--- config.mk ---
export PLATFORM = sky130hd
export DESIGN_NAME = bcd_xs3_serial
export DESIGN_NICKNAME = d
export VERILOG_FILES = /design/src/rtl/bcd_xs3_serial.sv
export SDC_FILE = /design/constraint.sdc
export NUM_CORES = 1
export LEC_CHECK = 0
export CORE_AREA = 3 3 40 42
export CTS_CLUSTER_SIZE = 25
export DETAILED_ROUTE_END_ITERATION = 10
export DIE_AREA = 0 0 43 45
export MAX_ROUTING_LAYER = met4
export SETUP_SLACK_MARGIN = 0.5
export SYNTH_ARGS = -nofsm -noshare
export SYNTH_HDL_FRONTEND = slang
export SYNTH_SLANG_ARGS = --single-unit
export TNS_END_PERCENT = 5
--- constraint.sdc ---
create_clock -name clk -period 1.5 [get_ports clk]
set_clock_uncertainty 0.1 [all_clocks]
set_input_delay 0.225 -clock clk [delete_from_list [all_inputs] [get_ports clk]]
set_output_delay 0.225 -clock clk [all_outputs]
set_load 0.05 [all_outputs]
--- src/rtl/bcd_xs3_serial.sv ---
module bcd_xs3_serial (
  input  logic clk,
  input  logic rst,
  input  logic bit_vld,
  input  logic bit_in,
  output logic bit_out,
  output logic at_lsb
);

  // Position/carry states; codes chosen so P3 pair and P1 pair are adjacent.
  typedef enum logic [2:0] {
    ST_P0    = 3'b000,
    ST_P1_C0 = 3'b001,
    ST_P1_C1 = 3'b101,
    ST_P2_C0 = 3'b011,
    ST_P2_C1 = 3'b111,
    ST_P3_C0 = 3'b010,
    ST_P3_C1 = 3'b110
  } st_t;

  st_t  state, nxt;
  logic obit;

  always_comb begin
    nxt  = ST_P0;
    obit = 1'b0;
    case (state)
      ST_P0:    begin nxt = bit_in ? ST_P1_C1 : ST_P1_C0; obit = ~bit_in; end
      ST_P1_C0: begin nxt = bit_in ? ST_P2_C1 : ST_P2_C0; obit = ~bit_in; end
      ST_P1_C1: begin nxt = ST_P2_C1;                     obit =  bit_in; end
      ST_P2_C0: begin nxt = ST_P3_C0;                     obit =  bit_in; end
      ST_P2_C1: begin nxt = bit_in ? ST_P3_C1 : ST_P3_C0; obit = ~bit_in; end
      ST_P3_C0: begin nxt = ST_P0;                        obit =  bit_in; end
      ST_P3_C1: begin nxt = ST_P0;                        obit = ~bit_in; end
      default:  begin nxt = ST_P0;                        obit = 1'b0;    end
    endcase
  end

  always_ff @(posedge clk) begin
    if (rst)          state <= ST_P0;
    else if (bit_vld) state <= nxt;
  end

  assign bit_out = bit_vld & obit;
  assign at_lsb  = (state == ST_P0);

  assert_reset_init_R1: assert property (@(posedge clk) rst |=> at_lsb);

  assert_gap_hold_R3: assert property (@(posedge clk) disable iff (rst)
    !bit_vld |=> $stable(state));

  assert_wrap_R4: assert property (@(posedge clk) disable iff (rst)
    (bit_vld && (state == ST_P3_C0 || state == ST_P3_C1)) |=> at_lsb);

  assert_leave_lsb_R4: assert property (@(posedge clk) disable iff (rst)
    (bit_vld && at_lsb) |=> !at_lsb);

  assert_idle_low_R5: assert property (@(posedge clk) disable iff (rst)
    !bit_vld |-> !bit_out);

  assert_lsb_invert_R6: assert property (@(posedge clk) disable iff (rst)
    (bit_vld && at_lsb) |-> (bit_out == !bit_in));

endmodule

==> Word-level counts from Yosys, hierarchy flattened <==
Index checks and enable logic that the tools add are counted.
{ "word_totals": {"regBits": 3, "input_bits": 4, "out_inout_bits": 2, "word_cells": 17} }
{ "op_classes": {"eq_ne": 6, "muxes": 5, "n_bitwise": 2, "n_reduce_logical": 3} }
{ "ops": {"columns": ["cell", "n"], "rows": [
  ["3-bit one-hot mux with 5 select lines", 1],
  ["3-bit == test, second input constant", 3],
  ["3-bit 2-to-1 mux", 3],
  ["3-bit by 2-bit == test with 1-bit output, second input constant", 2],
  ["4-bit OR reduction", 1],
  ["3-bit by 1-bit == test with 1-bit output, second input constant", 1],
  ["3-bit zero test", 1],
  ["3-bit OR reduction", 1],
  ["1-bit one-hot mux with 2 select lines", 1],
  ["1-bit AND", 1],
  ["1-bit inverter", 1]
]} }

==> Longest topological paths before layout <==
{ "depth": {"depth_word": 4, "ltp_mapped": 3, "ltp_nobuf": 3} }

==> Worst setup path after synthesis <==
OpenSTA, ideal clock, no wires.
{ "synth_path": {"kind": "reg2out", "from": "register state[1]", "to": "output at_lsb", "arrival_ps": 1431, "required_time_ps": 1175, "path_slack_ps": -256, "path_stages_with_launch": 2, "cell_sequence": "dfxtp_1 > nor3_1"} }
{ "synth_via": {"elab_chain_len": 1} }
{ "synth_lines": {"columns": ["element", "line", "rtl"], "rows": [
  ["start: declaration", "21", "st_t state, nxt;"],
  ["start signal: assignment", "41", "else if (bit_vld) state <= nxt;"],
  ["3-bit zero test", "45", "assign at_lsb = (state == ST_P0);"],
  ["end: declaration", "7", "output logic at_lsb"]
]} }
No other way between the ends.

==> Final worst setup path <==
{ "layout_path": {"from": "register state[1]", "to": "output bit_out"} }
{ "layout_via": {"elab_chain_len": 4} }
{ "layout_lines": {"columns": ["element", "line", "rtl"], "rows": [
  ["3-bit == test, or another cell as far along", "27", "case (state)"],
  ["4-bit OR reduction (no line) / 3-bit OR reduction (equally long branches)", null, null],
  ["1-bit one-hot mux with 2 select lines *", "27", null],
  ["1-bit AND *", "44", "assign bit_out = bit_vld & obit;"],
  ["end: declaration", "6", "output logic bit_out,"]
]} }
Mark *: on every way between the ends. The rest lies on a longest branch, timed or not.

==> results.md <==
- The number of nets in the synthesized netlist is 22.
- Summing internal, switching and leakage power gives 0.338 mW.
- The total clock buffers created by CTS is 3.
- The final-report max-slew violation count came to 0.
- The layout filler cell count is between 100 and 150.
- The per-cell routed wire length is 7.59 um.
- The number of antenna violations at the first check in global routing is 0.
- The worst setup path is captured at an output pin.
- The yosys synthesis warning count is 0.
- The power per unit of standard cell area is 987 nW/um2.
- The cell row count is 13.
- The worst hold slack after final layout is 0.264 ns.
- The register with the most flip-flops in the layout has 3 of them.
- For this run, the top clock speed supported by timing is between 0.6 and 0.7 GHz.
- The setup slack after placement is -0.0374 ns.
- The global-route wire length before repair is 669 um.
- The logic gate share of total power is 30.3%.
- The height of the chip is 45 um.
- At the worst endpoint, the required time is 1.17 ns.
- In this run the cell area of the synthesized design comes to between 150 and 200 um2.
- The sequential fraction of the synthesis area is between 30% and 40%.
- The floorplan step set the die width to 43 um.
- The number of port buffers is 5.
- The floorplan step defined a core boundary enclosing 1280 um2.
- The count of TritonRoute iterations in the first routing pass is 1.
- The tree is rooted in a clkbuf_4.
- For this configuration, the core starts out at a cell density of roughly an eighth.
- The area overhead of the layout relative to synthesis is 119%.
- The number of global-route vias before repair is 167.
- After synthesis the netlist holds a flip-flop and latch count of 3.
- Setup repair after global routing could not meet its margin everywhere.
- The cell count after placement is 40.
- After routing the design area is around 340 um2.
- The initial DRC count is 0.
- The number of buffers on the longest clock path is 2.
- The clock network burns ~41% of the power.
- Counting both buffers and inverters, the worst setup path holds a total of 2.
- The final core utilization is between 20% and 30%.
- The reported leakage power is 0.139 nW.
- More flip-flops sit in one register than any other, and that register is state.
- The biggest cell delay along the critical path is 0.37 ns.
- The top cell types in the final layout, fill and taps aside, are clkbuf_4, buf_4, buf_12, dfxtp_4.
- The routed layout has 177 vias.
- The cell family contributing the most delay on the critical path is flip-flops.
- The global routing usage summed across all routing layers is 5.14%.
- 6 I/O pins were placed.
- The worst-path cell with the longest stage delay is dfxtp_4.
- The post-route netlist has 51.6% of its cells at a drive strength greater than 1.
- The setup path with the least slack is of type reg2out.
- The H-tree depth is 1.
- Hold repair after CTS inserted 0 buffers.
- The highest ir drop seen on vdd is about 0.50 mV.
- Setup violations remaining at the end of the flow were counted as 0.
- The largest net degree at the start of global routing is 8.
- The flow ran to the end, and the final reports show no timing, DRC or antenna violations.
- The tightest min-delay check is of the in2reg type.
- In this run the power spent charging and discharging nets is 0.0963 mW.
- The clock net in this run drives a total of 3 sinks.
- Synthesis handed over a netlist of 18 instances.
- The clock tree from TritonCTS is yes.
- The number of nets in the final layout is 36.
- For this run the aggregate overflow at the end of global routing stands at 0.
- In this run the cell area measured after placement is 292 um2.
- Excluding fillers, the count of instances in the completed layout stands at 46.
- The largest registers in the layout are state: 3 flops.
- The clock transition time at the flip-flop clock pins of the worst setup and hold paths is 0.03 ns.
- For this block, the routed nets add up to 349 um of wire.
- At the pin with the least slew margin, the transition time is 0.181 ns.
- Cell internal power was estimated by the tool at ~0.24 mW.
- Summed over all failing endpoints, the final setup total negative slack is 0 ns.
- The arrival time at the worst endpoint is 1.15 ns.
- The maximum fanout along the worst path is 4.
- The distinct cell type count after synthesis is 16.
- Walking the worst path, the cells encountered are inv_4 -> and3_4 -> o221a_4 -> buf_12.
- The routed design could run at a clock period as short as approximately 1.5 ns.
- The number of hold violations in the final report is 0.
- Max-cap violations in this run came to 0.
- The count of nets left with antenna violations once routing finished came out at 0.
- In the routed design, unresolved DRC markers number 0.
- The final clock period utilization by the worst path is 98.4%.
- The area of the die is 1940 um2.
- The worst setup path is launched from a register.
- The post-synthesis area per instance is around 8.7 um2.
- The fraction of power consumed by sequential logic is roughly 29%.
- Routability-driven placement finished with a final weighted congestion of 0.654.
- The worst setup slack after layout is 0.0238 ns.
- The normalized max-slew margin is between 80% and 90%.
- The later pin in the worst-skew pair is clocked with a latency of 0.23 ns.
- The final antenna diode count is 0.
- The switching fraction of total power is 28.5%.
- The post-DP HPWL is between 200 and 300 um.
- The number of vias per cell after detailed routing is roughly 3.8.
area by class of cell:
cell class / count / area (um2) / share of cell area (%)
clock buffer: 4 / 26.3 / 7.66
inverter: 2 / 10.0 / 2.92
multi-input combinational: 13 / 114 / 33.2
sequential: 3 / 68.8 / 20.1
tap: 15 / 18.8 / 5.47
timing repair buffer: 9 / 105 / 30.7
Yosys cell counts, drive strengths merged:
master,instances,area share (%)
nand4,1,4.0
dfxtp,3,38
o211ai,1,4.8
xnor2,1,5.6
and3,1,4.0
nand2b,1,4.0
o21ai,1,3.2
nor2,1,2.4
a211oi,1,4.8
a31oi,1,4.0
mux2i,1,6.4
nor3,1,3.2
a21oi,1,3.2
inv,2,4.8
o221a,1,7.2
tightest hold or removal path: cells and delay by family:
family | cells | cell delay, ns
AO/OA/AOI/OAI | 1 | 0.06
buffers and inverters | 2 | 0.26
kinds of logic (layout without fill, tap and decap cells):
group | count (synthesis) | count (layout) | synth area share [%]
xor gates and xnor gates | 1 | 1 | 5.60
muxes | 1 | 1 | 6.40
AOI/OAI and AO/OA | 6 | 6 | 27.2
buffers and inverters | 2 | 15 | 4.80
DFF | 3 | 3 | 38.4
and+or+nand+nor | 5 | 5 | 17.6
repair_timing:
action / 4_1_cts / 5_1_grt
resized for setup: 2 / 3
setup buffers: 2 / 0
pin swaps: 1 / 1
endpoints found under the setup margin: 5 / 5
hold endpoints to repair: 0 / 0
metal layers:
metal	share of wire [%]	wire, um	up-vias	GRT usage [%]
met4	0	0	0	1.81
met3	9.7	34	0	5.18
met2	37	130	7	5.09
met1	53	184	74	6.49
met5	0	0	-	-
li1	-	-	96	-
worst paths after layout:
kind                                from        to  slack, ns  depth (start not counted)
worst max-delay path            state[1]   bit_out       0.02                          4
worst min-delay path             bit_vld  state[0]       0.26                          3
worst max register to register  state[1]  state[2]       0.61                          3
worst min register to register  state[2]  state[2]       0.45                          2
power groups by stage:
| stage | Combinational [mW] | Sequential, mW | Clock (mW) |
|---|---|---|---|
| after floorplan | 0.0513 | 0.0984 | 0 |
| after global placement | 0.0973 | 0.101 | 0 |
| after detailed placement | 0.0977 | 0.101 | 0 |
| after CTS | 0.103 | 0.0991 | 0.147 |
| after global routing | 0.110 | 0.0995 | 0.162 |
| final | 0.102 | 0.0982 | 0.138 |
Power figures use the tool's default switching activity.
